[src/rtl/mbox_pkg.sv]
package mbox_pkg;
  localparam int BYTE_W = 8;

  localparam logic [BYTE_W-1:0] CODE_OPEN  = 8'h01;
  localparam logic [BYTE_W-1:0] CODE_CLOSE = 8'h03;
  localparam logic [BYTE_W-1:0] CODE_ABORT = 8'h22;

  localparam int ST_OBF = 0;
  localparam int ST_IBF = 1;
  localparam int ST_F0  = 2;
  localparam int ST_A2  = 3;
  localparam int ST_RDY = 4;
  localparam int ST_IBR = 5;

  typedef enum logic [1:0] {
    RS_IDLE = 2'd0,
    RS_BODY = 2'd1,
    RS_TAIL = 2'd2
  } resp_state_t;
endpackage

[src/rtl/mbox_rx_stage.sv]
module mbox_rx_stage
  import mbox_pkg::*;
(
  input  logic              clk,
  input  logic              rst_n,
  input  logic              wr_stb,
  input  logic              wr_is_cmd,
  input  logic [BYTE_W-1:0] wr_byte,
  input  logic              abort,
  input  logic              rx_ready,
  output logic              rx_valid,
  output logic [BYTE_W-1:0] rx_data,
  output logic              rx_cmd,
  output logic              ibf,
  output logic              ibr,
  output logic              rdy,
  output logic              a2
);
  logic              ibf_q, cmd_q, a2_q, open_q;
  logic [BYTE_W-1:0] dat_q;
  logic              accept;

  assign accept = wr_stb && !ibf_q && (wr_is_cmd || open_q);

  always_ff @(posedge clk or negedge rst_n) begin
    if (!rst_n) begin
      ibf_q  <= 1'b0;
      cmd_q  <= 1'b0;
      a2_q   <= 1'b0;
      open_q <= 1'b0;
      dat_q  <= '0;
    end else if (abort) begin
      ibf_q  <= 1'b0;
      cmd_q  <= 1'b0;
      a2_q   <= 1'b0;
      open_q <= 1'b0;
    end else if (accept) begin
      ibf_q <= 1'b1;
      dat_q <= wr_byte;
      cmd_q <= wr_is_cmd;
      a2_q  <= wr_is_cmd;
      if (wr_is_cmd && wr_byte == CODE_OPEN)       open_q <= 1'b1;
      else if (wr_is_cmd && wr_byte == CODE_CLOSE) open_q <= 1'b0;
    end else if (ibf_q && rx_ready) begin
      ibf_q <= 1'b0;
    end
  end

  assign rx_valid = ibf_q;
  assign rx_data  = dat_q;
  assign rx_cmd   = cmd_q;
  assign ibf      = ibf_q;
  assign ibr      = open_q;
  assign rdy      = !open_q && !ibf_q;
  assign a2       = a2_q;

  AST_IBF_CLEARS: assert property (@(posedge clk) disable iff (!rst_n)
    (rx_valid && rx_ready && !wr_stb) |=> !ibf);
  AST_RX_HOLDS: assert property (@(posedge clk) disable iff (!rst_n)
    (rx_valid && !rx_ready && !abort) |=> (rx_valid && $stable(rx_data)));
  AST_OPEN_SETS_IBR: assert property (@(posedge clk) disable iff (!rst_n)
    (wr_stb && wr_is_cmd && !ibf && wr_byte == CODE_OPEN && !abort) |=> (ibr && !rdy));
endmodule

[src/rtl/mbox_tx_fifo.sv]
module mbox_tx_fifo #(
  parameter int W     = 9,
  parameter int DEPTH = 4
) (
  input  logic         clk,
  input  logic         rst_n,
  input  logic         flush,
  input  logic         push,
  input  logic [W-1:0] push_data,
  input  logic         pop,
  output logic [W-1:0] pop_data,
  output logic         empty,
  output logic         full
);
  localparam int AW = (DEPTH > 1) ? $clog2(DEPTH) : 1;
  localparam int CW = $clog2(DEPTH + 1);

  logic [W-1:0]  mem [DEPTH];
  logic [AW-1:0] wptr, rptr;
  logic [CW-1:0] cnt;

  function automatic logic [AW-1:0] bump(input logic [AW-1:0] p);
    return (p == AW'(DEPTH - 1)) ? '0 : p + 1'b1;
  endfunction

  assign empty    = (cnt == '0);
  assign full     = (cnt == CW'(DEPTH));
  assign pop_data = mem[rptr];

  always_ff @(posedge clk) begin
    if (push && !full) mem[wptr] <= push_data;
  end

  always_ff @(posedge clk or negedge rst_n) begin
    if (!rst_n) begin
      wptr <= '0;
      rptr <= '0;
      cnt  <= '0;
    end else if (flush) begin
      wptr <= '0;
      rptr <= '0;
      cnt  <= '0;
    end else begin
      if (push && !full)  wptr <= bump(wptr);
      if (pop && !empty)  rptr <= bump(rptr);
      case ({push && !full, pop && !empty})
        2'b10:   cnt <= cnt + 1'b1;
        2'b01:   cnt <= cnt - 1'b1;
        default: cnt <= cnt;
      endcase
    end
  end

  AST_NO_OVERFLOW: assert property (@(posedge clk) disable iff (!rst_n)
    push |-> !full);
  AST_NO_UNDERFLOW: assert property (@(posedge clk) disable iff (!rst_n)
    pop |-> !empty);
endmodule

[src/rtl/mbox_tx_framer.sv]
module mbox_tx_framer
  import mbox_pkg::*;
(
  input  logic              clk,
  input  logic              rst_n,
  input  logic              abort,
  input  logic              host_pop,
  input  logic              q_empty,
  input  logic [BYTE_W-1:0] q_byte,
  input  logic              q_last,
  output logic              q_pop,
  output logic              obf,
  output logic              f0,
  output logic [BYTE_W-1:0] olat
);
  resp_state_t       st_q, st_d;
  logic              obf_q, f0_q, can_load, load, ld_f0;
  logic [BYTE_W-1:0] lat_q, ld_byte;

  assign can_load = (!obf_q || host_pop) && !abort;

  always_comb begin
    st_d    = st_q;
    load    = 1'b0;
    ld_byte = q_byte;
    ld_f0   = 1'b0;
    q_pop   = 1'b0;
    if (can_load) begin
      case (st_q)
        RS_IDLE: if (!q_empty) begin
          load = 1'b1; ld_byte = CODE_OPEN; ld_f0 = 1'b1; st_d = RS_BODY;
        end
        RS_BODY: if (!q_empty) begin
          load = 1'b1; q_pop = 1'b1;
          if (q_last) st_d = RS_TAIL;
        end
        RS_TAIL: begin
          load = 1'b1; ld_byte = CODE_CLOSE; ld_f0 = 1'b1; st_d = RS_IDLE;
        end
        default: st_d = RS_IDLE;
      endcase
    end
  end

  always_ff @(posedge clk or negedge rst_n) begin
    if (!rst_n) begin
      st_q  <= RS_IDLE;
      obf_q <= 1'b0;
      f0_q  <= 1'b0;
      lat_q <= '0;
    end else if (abort) begin
      st_q  <= RS_IDLE;
      obf_q <= 1'b0;
      f0_q  <= 1'b0;
    end else if (load) begin
      st_q  <= st_d;
      obf_q <= 1'b1;
      f0_q  <= ld_f0;
      lat_q <= ld_byte;
    end else if (host_pop) begin
      obf_q <= 1'b0;
      f0_q  <= 1'b0;
    end
  end

  assign obf  = obf_q;
  assign f0   = f0_q;
  assign olat = lat_q;

  AST_OBF_HOLDS: assert property (@(posedge clk) disable iff (!rst_n)
    (obf && !host_pop && !abort) |=> (obf && $stable(olat) && $stable(f0)));
  AST_F0_NEEDS_OBF: assert property (@(posedge clk) disable iff (!rst_n)
    f0 |-> obf);
endmodule

[src/rtl/mbox_host_if.sv]
module mbox_host_if
  import mbox_pkg::*;
#(
  parameter int DEPTH = 4
) (
  input  logic       clk,
  input  logic       rst_n,
  input  logic       hst_cs,
  input  logic       hst_we,
  input  logic       hst_addr,
  input  logic [7:0] hst_wdata,
  output logic [7:0] hst_rdata,
  output logic       rx_valid,
  input  logic       rx_ready,
  output logic [7:0] rx_data,
  output logic       rx_cmd,
  input  logic       tx_valid,
  output logic       tx_ready,
  input  logic [7:0] tx_data,
  input  logic       tx_last
);
  localparam int QW = BYTE_W + 1;

  logic          host_wr, abort, wr_stb, host_pop;
  logic          ibf, ibr, rdy, a2, obf, f0;
  logic [7:0]    olat, status;
  logic          q_push, q_pop, q_empty, q_full;
  logic [QW-1:0] q_out;

  assign host_wr  = hst_cs && hst_we;
  assign abort    = host_wr && hst_addr && (hst_wdata == CODE_ABORT);
  assign wr_stb   = host_wr && !abort;
  assign host_pop = hst_cs && !hst_we && !hst_addr;
  assign tx_ready = !q_full && !abort;
  assign q_push   = tx_valid && tx_ready;

  mbox_rx_stage u_rx (
    .clk(clk), .rst_n(rst_n), .wr_stb(wr_stb), .wr_is_cmd(hst_addr),
    .wr_byte(hst_wdata), .abort(abort), .rx_ready(rx_ready),
    .rx_valid(rx_valid), .rx_data(rx_data), .rx_cmd(rx_cmd),
    .ibf(ibf), .ibr(ibr), .rdy(rdy), .a2(a2)
  );

  mbox_tx_fifo #(.W(QW), .DEPTH(DEPTH)) u_q (
    .clk(clk), .rst_n(rst_n), .flush(abort), .push(q_push),
    .push_data({tx_last, tx_data}), .pop(q_pop), .pop_data(q_out),
    .empty(q_empty), .full(q_full)
  );

  mbox_tx_framer u_fr (
    .clk(clk), .rst_n(rst_n), .abort(abort), .host_pop(host_pop),
    .q_empty(q_empty), .q_byte(q_out[BYTE_W-1:0]), .q_last(q_out[BYTE_W]),
    .q_pop(q_pop), .obf(obf), .f0(f0), .olat(olat)
  );

  always_comb begin
    status         = '0;
    status[ST_OBF] = obf;
    status[ST_IBF] = ibf;
    status[ST_F0]  = f0;
    status[ST_A2]  = a2;
    status[ST_RDY] = rdy;
    status[ST_IBR] = ibr;
  end

  assign hst_rdata = hst_addr ? status : olat;

  AST_CANCEL_IDLE: assert property (@(posedge clk) disable iff (!rst_n)
    abort |=> (status == 8'h10 && !rx_valid));
  AST_WRITE_SETS_IBF: assert property (@(posedge clk) disable iff (!rst_n)
    (wr_stb && hst_addr && !ibf) |=> (ibf && rx_cmd));
  AST_STATUS_TOP_ZERO: assert property (@(posedge clk) disable iff (!rst_n)
    (hst_cs && hst_addr && !hst_we) |-> (hst_rdata[7:6] == 2'b00));
endmodule

[config.mk]
export PLATFORM = sky130hd
export DESIGN_NAME = mbox_host_if
export DESIGN_NICKNAME = d
export VERILOG_FILES = /design/src/rtl/mbox_pkg.sv /design/src/rtl/mbox_rx_stage.sv /design/src/rtl/mbox_tx_fifo.sv /design/src/rtl/mbox_tx_framer.sv /design/src/rtl/mbox_host_if.sv
export SDC_FILE = /design/constraint.sdc
export NUM_CORES = 1
export LEC_CHECK = 0
export BUFFER_PORTS_ARGS = -buffer_cell sky130_fd_sc_hd__buf_2
export CAP_MARGIN = 5
export CORE_MARGIN = 2
export CORE_UTILIZATION = 51
export CTS_CLUSTER_DIAMETER = 40
export CTS_CLUSTER_SIZE = 24
export DETAILED_ROUTE_END_ITERATION = 12
export GPL_TIMING_DRIVEN = 0
export PLACE_DENSITY = 0.81
export SETUP_SLACK_MARGIN = 0.15
export SYNTH_ARGS = -nofsm -noshare
export SYNTH_HDL_FRONTEND = slang
export SYNTH_HIERARCHICAL = 1
export SYNTH_SLANG_ARGS = --single-unit
export TNS_END_PERCENT = 50
[constraint.sdc]
create_clock -name clk -period 2.22 [get_ports clk]
set_input_delay 0.444 -clock clk [delete_from_list [all_inputs] [get_ports clk]]
set_output_delay 0.444 -clock clk [all_outputs]
set_load 0.05 [all_outputs]
After elaboration in Yosys (flattened, before gate mapping) --
Memories as Yosys holds them, arrays and structs flattened. Cells that the tools add are included. W data, S select, Z words.
Operators by class: equal/unequal tests 13, mux-type cells 42, reductions and logical operators 43, add/sub/neg operators 4, bitwise operators 1
Operators by type and width (number):
- $mux W2 | 12
- $mux W8 | 3
- $mux W1 | 21
- $logic_and A1 B1 Y1 | 17
- $pmux W8 S2 | 1
- $reduce_bool A3 Y1 | 4
- $reduce_bool A2 Y1 | 5
- $ne A3 B2 Y1 const B | 3
- $eq A2 B2 Y1 const B | 4
- $eq A8 B1 Y1 const B | 1
- $eq A8 B2 Y1 const B | 1
- $eq A8 B6 Y1 const B | 1
- $logic_not A1 Y1 | 8
- $pmux W3 S2 | 1
- $reduce_and A2 Y1 | 3
- $reduce_and A5 Y1 | 1
- $add A2 B1 Y2 const B | 2
- $eq A2 B1 Y1 const B | 2
- $pmux W1 S2 | 2
- $pmux W2 S2 | 1
- $add A3 B1 Y3 const B | 1
- $eq A3 B3 Y1 const B | 1
- $logic_not A3 Y1 | 1
- $mux W3 | 1
- other kinds (5) | 6
Word-level totals: RAM bits 36, memories kept 1, flip-flop bits (word level) 30, input bits 24, word-level logic and storage cells 115
Memories:
- u_q.mem | depth 4, bits a word 9, rd ports 1, clocked after memory_dff 0, wr ports 1, line mbox_tx_fifo.sv:18 | logic [W-1:0] mem [DEPTH];

Logic depth before layout (Yosys ltp) --
Gate-level depths: netlist of run 1.
depth after elaboration 10, mapped depth 10

Modules after synthesis --
Netlist of run 1, hierarchy kept.
Modules (own cells, without submodules):
- mbox_tx_fifo | cells an instance 109, area each 1836.8 µm², seq. area each 1256.2 µm², instances 1
- mbox_tx_framer | cells an instance 57, area each 629.4 µm², seq. area each 300.3 µm², instances 1
- mbox_rx_stage | cells an instance 36, area each 510.5 µm², seq. area each 275.3 µm², instances 1
- mbox_host_if | cells an instance 19, area each 185.2 µm², seq. area each 0.0 µm², instances 1

Least setup slack after synthesis of run 1 --
No wires, ideal clock.
kind input to register, from input hst_wdata[0], to register u_q.cnt[2], setup slack -543 ps, required time 2082 ps, cell stages on the path 9, setup time 138 ps, data arrival time 2625 ps, path through nor3b_1 -> and3_1 -> clkbuf_8 -> and4b_1 -> o31ai_1 -> a21oi_1 -> fa_1 -> nor3_1 -> a311oi_2
Between the ends: longest elaborated chain between the ends 9
Ends and longest elaborated chain:
- start: declaration | line mbox_host_if.sv:11 | input logic [7:0] hst_wdata,
- $eq A8 B6 Y1 * | line mbox_host_if.sv:31 | assign abort = host_wr && hst_addr && (hst_wdata == CODE_ABORT);
- $logic_and A1 B1 Y1 * | line mbox_host_if.sv:31
- named net abort | line mbox_host_if.sv:24 | logic host_wr, abort, wr_stb, host_pop;
- $logic_not A1 Y1 * | line mbox_tx_framer.sv:20 | assign can_load = (!obf_q || host_pop) && !abort;
- $logic_and A1 B1 Y1 * | line mbox_tx_framer.sv:20
- $mux W1 * | line mbox_tx_framer.sv:28 | if (can_load) begin
- named net q_pop | line mbox_host_if.sv:27 | logic q_push, q_pop, q_empty, q_full;
- $logic_and A1 B1 Y1 * | line mbox_tx_fifo.sv:46 | case ({push && !full, pop && !empty})
- $eq A2 B1 Y1 or $eq A2 B2 Y1 (tied branches) | line mbox_tx_fifo.sv:46
- $pmux W3 S2 | line mbox_tx_fifo.sv:46
- $mux W3 | line mbox_tx_fifo.sv:39 | end else if (flush) begin
- end signal: assignment | line mbox_tx_fifo.sv:47 | 2'b10: cnt <= cnt + 1'b1;
- end signal: assignment | line mbox_tx_fifo.sv:48 | 2'b01: cnt <= cnt - 1'b1;
- end signal: assignment | line mbox_tx_fifo.sv:49 | default: cnt <= cnt;
- end: declaration | line mbox_tx_fifo.sv:20 | logic [CW-1:0] cnt;
Mark *: on every way through the listed nets, which the timed path passes. The rest lies on a longest branch. A chain may end at the register's enable or synchronous reset.

Worst setup path after layout of run 1 --
from input hst_addr, to register u_q.cnt[2]
Between the ends: longest elaborated chain between the ends 9
Ends and longest elaborated chain:
- start: declaration | line mbox_host_if.sv:10 | input logic hst_addr,
- $logic_and A1 B1 Y1 * (2 in a row) | line mbox_host_if.sv:31
- named net abort | line mbox_host_if.sv:24
- $logic_not A1 Y1 * | line mbox_tx_framer.sv:20
- $logic_and A1 B1 Y1 * | line mbox_tx_framer.sv:20
- $mux W1 * | line mbox_tx_framer.sv:28
- named net q_pop | line mbox_host_if.sv:27
- $logic_and A1 B1 Y1 * | line mbox_tx_fifo.sv:46
- $eq A2 B1 Y1 or $eq A2 B2 Y1 (tied branches) | line mbox_tx_fifo.sv:46
- $pmux W3 S2 | line mbox_tx_fifo.sv:46
- $mux W3 | line mbox_tx_fifo.sv:39
Marks and branches as above.

==> impl_metrics.yaml, run 1 <==
global_route:
  grt_pass1_wl_mm: 9.70
  grt_usage_pct: 19.8
  grt_max_degree: 31
  antenna_found_initial: 0
  grt-ovfl-total: 0
  grt_pass1_vias: 1990
timing:
  period_share_pct: 95.5
  rsz0062_at_grt: "yes"
  setup_viol: 0
  drv_slew: 0
  fmax_mhz: 472
  finalHoldViolCount: 0
  relSlewSlack_pct: 55.1
  worst_slew_pin_slew_ns: 0.673
  fin_skew_ns: 0.0108
  period_minus_slack_ns: 2.12
  setup_tns_ns: 0
clock_network:
  cts_buffers: 9
  clkTransAtPathRegs_ns: 0.08
  clock_latency_ns: 0.35
  cts_sinks: 66
  cts_htree_levels: 3
  clock_tree.buffer_depth: 2
  cts_tree: "built"
  ctsRootBufferMaster: "clkbuf_8"
synthesis:
  synth_sequential_area_ratio_pct: 57.9
  syn_avg_cell_area_sq_um: 14.3
  synthTopCellsByArea: "edfxtp_1, dfrtp_1, mux4_2"
  ys.flop_type: "edfxtp_1"
  syn-num-nets: 251
  ys_ff_latch: 66
  synth_cell_type_count: 52
  synth_edf_count: 36
  synth_async_sr_flop_share_pct: 45.5
  ys_warn_count: 6
  synth_cells: 221
  yosysTopAreaCellShare_pct: 34.2
  yosysTopAreaCell: "edfxtp_1"
  syn_area_sq_mm: 0.00316
floorplanning:
  die_w_um: 82.7
  core_area_sq_mm: 0.00596
  dieArea_sq_mm: 0.00685
  start_util_pct: 53.1
  pin_count: 43
  fp.dieH_um: 82.7
  fp-row-count: 28
route:
  wl_per_cell_um: 17.4
  postRouteAntennaNets: 0
  vias: 2126
  routed_wl_mm: 6.64
  drc_errors: 0
  drt-initial-drc-count: 182
  dr.pass1.iters: 4
  viasPerCell: 5.57
critical_path:
  start_kind: "primary input"
  ff2ff_path_depth: 10
  worstReg2RegEnd: "u_q/cnt[1]$_DFFE_PN0P_"
  cp.required_ns: 2.48
  cp.arrival_ns: 2.38
  regToRegSetupSlack_ns: 0.14
  critPathCaptureType: "flip-flop"
  crit_start: "hst_addr"
  rr_startpoint: "u_q/cnt[1]$_DFFE_PN0P_"
  path_class: "primary input to flip-flop"
  crit_fanout: 8
cells_and_area:
  area_growth_pct: 26.6
  fin_util_pct: 67.2
  drive_gt1_share_pct: 47.6
  nets: 332
  n_antenna_cell: 0
run_status:
  run_status: "finished clean"
run:
  cap_violations: 0
placement:
  gp_congestion: 0.804
  numPortBuffers: 42
  hpwl_mm: 4.11
power:
  p_leak_nw: 1.67
  max-vdd-ir-drop_v: 0.000661
  p_per_area_mw_per_mm2: 1320
min_path:
  hold_class: "primary input to asynchronous set/reset pin"
power by group:
part	total (mW)	switching (mW)	internal, mW
registers	1.86	0.205	1.65
logic	2.35	1.33	1.03
clock network	1.06	0.522	0.540
registers in the layout, summed over array words and instances, names as in the netlist:
register,count
u_rx/a2,1
u_fr/f0,1
u_rx/rx_data,8
u_q/rptr,2
u_fr/obf,1
u_rx/ibf,1
u_q/wptr,2
u_fr/st_q,2
u_fr/olat,8
u_q/mem,36
u_q/cnt,3
u_rx/ibr,1
worst max-delay path by stage:
stage                                   endpoint  cells after the start
after global routing      u_q/cnt[2]$_DFFE_PN0P_                     11
after global placement    u_q/cnt[1]$_DFFE_PN0P_                     10
final                     u_q/cnt[2]$_DFFE_PN0P_                     11
after floorplan           u_q/cnt[1]$_DFFE_PN0P_                      9
after detailed placement  u_q/cnt[1]$_DFFE_PN0P_                     10
after CTS                 u_q/cnt[1]$_DFFE_PN0P_                     11
critical path, stage by stage:
cell and delay (ns):
buf_6 0.10, buf_6 0.11, and4b_4 0.17, and3_4 0.16
buf_8 0.12, and4b_2 0.32, buf_4 0.17, or3b_1 0.39
a21oi_1 0.17, nor3_2 0.06, a311oi_2 0.17
Yosys cell counts (2+ instances only):
master     n
edfxtp_1  36
dfrtp_1   30
nor2_1    16
inv_1     13
mux2_4     9
mux4_2     9
o21ai_0    9
mux2i_1    8
a21oi_1    7
nor3_1     7
a31oi_1    5
and2_1     5
ha_1       5
mux2_2     5
nand2_1    5
buf_6      4
buf_4      3
nand2b_1   3
nor2b_1    3
a311oi_2   2
and4_1     2
buf_2      2
mux2_1     2
nor3b_1    2
o21bai_1   2
final cells by class:
| class | count | area (sq um) |
|---|---|---|
| tap | 75 | 93.8 |
| timing repair buffer | 67 | 417 |
| multi-input combinational | 134 | 1300 |
| buffer | 11 | 98.8 |
| inverter | 13 | 48.8 |
| clock inverter | 7 | 83.8 |
| clock buffer | 9 | 124 |
| fill | 413 | 1950 |
| sequential | 66 | 1830 |
kinds of logic (layout without fill, tap and decap cells):
group,after synthesis,after routing,share of synthesized area [%]
buffers and inverters,24,107,4.55
muxes,33,33,15.7
AOI/OAI and AO/OA,34,34,7.91
xor gates and xnor gates,2,2,0.554
DFF,66,66,57.9
adders and majority gates,6,6,2.61
and+or+nand+nor,56,59,10.7
layout by cell type (no fill, tap or decap), types with 2 or more instances in the layout:
| cell type | n |
|---|---|
| and4_1 | 2 |
| a31oi_1 | 5 |
| and2_2 | 3 |
| clkbuf_8 | 9 |
| mux4_2 | 9 |
| and2_4 | 4 |
| nor2_4 | 2 |
| mux2_1 | 2 |
| dfrtp_2 | 2 |
| buf_2 | 40 |
| o21bai_1 | 2 |
| nor2b_1 | 3 |
| o21ai_0 | 9 |
| nor2_1 | 13 |
| nand2_1 | 5 |
| mux2_4 | 9 |
| edfxtp_1 | 36 |
| inv_6 | 3 |
| nor3b_4 | 2 |
| mux2i_1 | 8 |
| buf_6 | 7 |
| ha_1 | 5 |
| buf_4 | 29 |
| a21oi_1 | 6 |
| a311oi_2 | 2 |
| dfrtp_1 | 28 |
| nor3_1 | 6 |
| mux2_2 | 5 |
| inv_1 | 12 |
| nand2b_1 | 2 |
layer usage:
layer	global-route usage, %	vias up	share of wire [%]
met1	25.1	1069	42
met2	33.1	53	52
met4	7.38	0	1.2
li1	-	996	-
met5	0	-	0
met3	4.67	8	4.7
repair_timing:
item                       CTS  global route
setup endpoints to repair   53            54
pin swaps                    7            13
cloned                       0             3
resized for setup           16            10
buffers inserted            13            12
hold buffers                 0             0
stage by stage:
stage / power (mW) / cells / setup WS, ns / area, sq um / hold WS (ns)
floorplan: 3.42 / 221 / -0.236 / 3200 / 0.148
global placement: 3.78 / 338 / -0.574 / 3500 / 0.486
detailed placement: 3.87 / 338 / -0.596 / 3500 / 0.487
CTS: 5.08 / 367 / 0.0870 / 3860 / 0.135
global route: 5.57 / 382 / 0.0391 / 4000 / 0.184
finish: 5.27 / 382 / 0.100 / 4000 / 0.125
No activity file was read; power rests on OpenSTA's default activity.
==> run 2: changes to the inputs <==
- SYNTH_HIERARCHICAL: 1 -> unset
==> impl_metrics.yaml, run 2 <==
critical_path:
  cp.required_ns: 2.49
  max_stage_delay_ns: 0.45
  cp.arrival_ns: 2.46
  cp.buffers_inverters: 2
  worstReg2RegEnd: "u_q.cnt[2]$_DFFE_PN0P_"
  start_kind: "primary input"
  crit_fanout: 4
  ff2ff_path_depth: 8
  critPathCaptureType: "flip-flop"
  regToRegSetupSlack_ns: 0.04
  slowest_stage: "mux4_2"
  rr_startpoint: "u_q.cnt[0]$_DFFE_PN0P_"
  cpLargestDelayFamily: "simple AND/OR/NAND/NOR gates"
  path_class: "primary input to flip-flop"
  crit_chain: "buf_2, nor4b_4, nand3_2, clkbuf_8, nand2_2, nor2_2, fa_2, or2_4, mux4_2, nor2_1"
timing:
  fmax_mhz: 457
  fin_skew_ns: 0.00643
  drv_slew: 0
  period_share_pct: 98.6
  relSlewSlack_pct: 53.9
  setup_viol: 0
  rsz0062_at_grt: "yes"
  finalHoldViolCount: 0
  setup_tns_ns: 0
  fin_ws_ns: 0.0313
  worst_slew_pin_slew_ns: 0.692
  period_minus_slack_ns: 2.19
cells_and_area:
  mostFrequentLayoutCells: "buf_2, edfxtp_1, dfrtp_1"
  nets: 301
  fill_cells: 414
  largest_reg_flops: 36
  area_growth_pct: 23.9
  n_antenna_cell: 0
  max_flop_register: "u_q.mem"
  fin_util_pct: 66.2
  final_common_cell: "buf_2"
  drive_gt1_share_pct: 44.2
  finalNonFillerCells: 348
floorplanning:
  fp.dieH_um: 80.7
  start_util_pct: 53.5
  dieArea_sq_mm: 0.00651
  die_w_um: 80.7
  fp-row-count: 27
  pin_count: 43
  core_area_sq_mm: 0.00561
synthesis:
  synth_async_sr_flop_share_pct: 45.5
  synth_most_common_cell: "edfxtp_1"
  yosysTopAreaCell: "edfxtp_1"
  synth_sequential_area_ratio_pct: 61.1
  synth_cells: 204
  ys_warn_count: 0
  ys.flop_type: "edfxtp_1"
  syn_area_sq_mm: 0.00300
  syn-num-nets: 234
  synth_edf_count: 36
  syn_avg_cell_area_sq_um: 14.7
  synth_cell_type_count: 44
  ys_ff_latch: 66
  yosys-top-cells-count: "edfxtp_1, dfrtp_1, mux2_2"
  synthTopCellsByArea: "edfxtp_1, dfrtp_1, mux4_2"
  yosysTopAreaCellShare_pct: 36.1
clock_network:
  cts_buffers: 9
  cts_sinks: 66
  cts_tree: "built"
  cts_hold_buf: 0
  clkTransAtPathRegs_ns: 0.07
  cts_htree_levels: 3
  clock_latency_ns: 0.35
  ctsRootBufferMaster: "clkbuf_8"
  clock_tree.buffer_depth: 2
route:
  postRouteAntennaNets: 0
  drt-initial-drc-count: 114
  viasPerCell: 5.49
  routed_wl_mm: 5.69
  wl_per_cell_um: 16.3
  vias: 1911
  drc_errors: 0
  dr.pass1.iters: 4
power:
  power.net_switching_mw: 1.67
  p_leak_nw: 1.59
  power_switching_share_pct: 36.3
  max-vdd-ir-drop_v: 0.000546
  power_frac_comb_pct: 37.4
  internal-power_mw: 2.93
  p_clk_share_pct: 22.0
  power_mw: 4.60
  p_per_area_mw_per_mm2: 1240
  p_seq_share_pct: 40.5
global_route:
  antenna_found_initial: 0
  grt_usage_pct: 18.9
  grt_pass1_wl_mm: 8.78
  grt_pass1_vias: 1834
  grt_max_degree: 31
  grt-ovfl-total: 0
run:
  cap_violations: 0
placement:
  pre_cts_slack_ns: -0.508
  hpwl_mm: 3.80
  placed_cells: 318
  gp_congestion: 0.767
  numPortBuffers: 42
run_status:
  run_status: "finished clean"
min_path:
  hold_class: "primary input to asynchronous set/reset pin"
run 2: cell types whose count changed after synthesis, moves of 5 or more:
| cell | before | now |
|---|---|---|
| inv_1 | 13 | 4 |
| and3_1 | 1 | 6 |
| mux2_2 | 5 | 18 |
| nor2b_1 | 3 | 8 |
| mux2_4 | 9 | 0 |
| a31oi_1 | 5 | 0 |
| o21ai_0 | 9 | 3 |
| nor3_1 | 7 | 0 |
run 2: cells by family (layout without fill, tap and decap cells):
family	count (synthesis)	after routing	share of synthesized area (%)
xor gates and xnor gates	1	1	0.292
and+or+nand+nor	60	60	11.3
adders and majority gates	6	6	2.75
DFF	66	66	61.1
muxes	37	37	17.3
buffers and inverters	12	84	1.96
AOI/OAI and AO/OA	22	22	5.26
run 2: routing by layer:
metal	wire (um)	share of wire (%)	track usage [%]
met1	2540	45	23.4
met4	112	2.0	10.0
met5	0	0	0
met3	296	5.2	4.16
met2	2740	48	31.0
run 2: power groups by stage:
stage / Combinational [mW] / Sequential [mW] / Clock [mW]
final: 1.72 / 1.87 / 1.01
after global routing: 1.87 / 1.90 / 1.09
after CTS: 1.65 / 1.87 / 1.03
after detailed placement: 1.62 / 1.87 / 0
after global placement: 1.57 / 1.85 / 0
after floorplan: 1.15 / 1.95 / 0
run 2: stage by stage:
stage / hold WS [ns] / instance area [sq um]
global route: 0.180 / 3710
detailed placement: 0.487 / 3330
CTS: 0.152 / 3610
finish: 0.139 / 3710
global placement: 0.470 / 3330
floorplan: 0.148 / 3030
run 2: worst max-delay path by stage:
stage                      start                      to  slack, ns  cells after the start
global route        hst_wdata[3]  u_q.cnt[2]$_DFFE_PN0P_      -0.04                     10
floorplan           hst_wdata[3]  u_q.cnt[2]$_DFFE_PN0P_      -0.17                      9
detailed placement  hst_wdata[3]  u_q.cnt[2]$_DFFE_PN0P_      -0.51                     10
global placement    hst_wdata[3]  u_q.cnt[2]$_DFFE_PN0P_      -0.47                     10
CTS                 hst_wdata[6]  u_q.cnt[2]$_DFFE_PN0P_       0.01                     10
finish              hst_wdata[3]  u_q.cnt[2]$_DFFE_PN0P_       0.03                     10
run 2: timing repair:
action | 4_1_cts | 5_1_grt
gates resized for setup | 5 | 19
pin swaps | 4 | 3
buffers inserted | 8 | 6
setup endpoints to repair | 39 | 21
run 2: layout make-up:
type	instances	area (sq um)	share of cell area [%]
sequential	66	1830	49.4
clock buffer	9	124	3.33
multi-input combinational	126	1180	31.8
tap	72	90.1	2.43
timing repair buffer	56	323	8.69
clock inverter	7	77.6	2.09
buffer	8	68.8	1.85
inverter	4	15.0	0.404
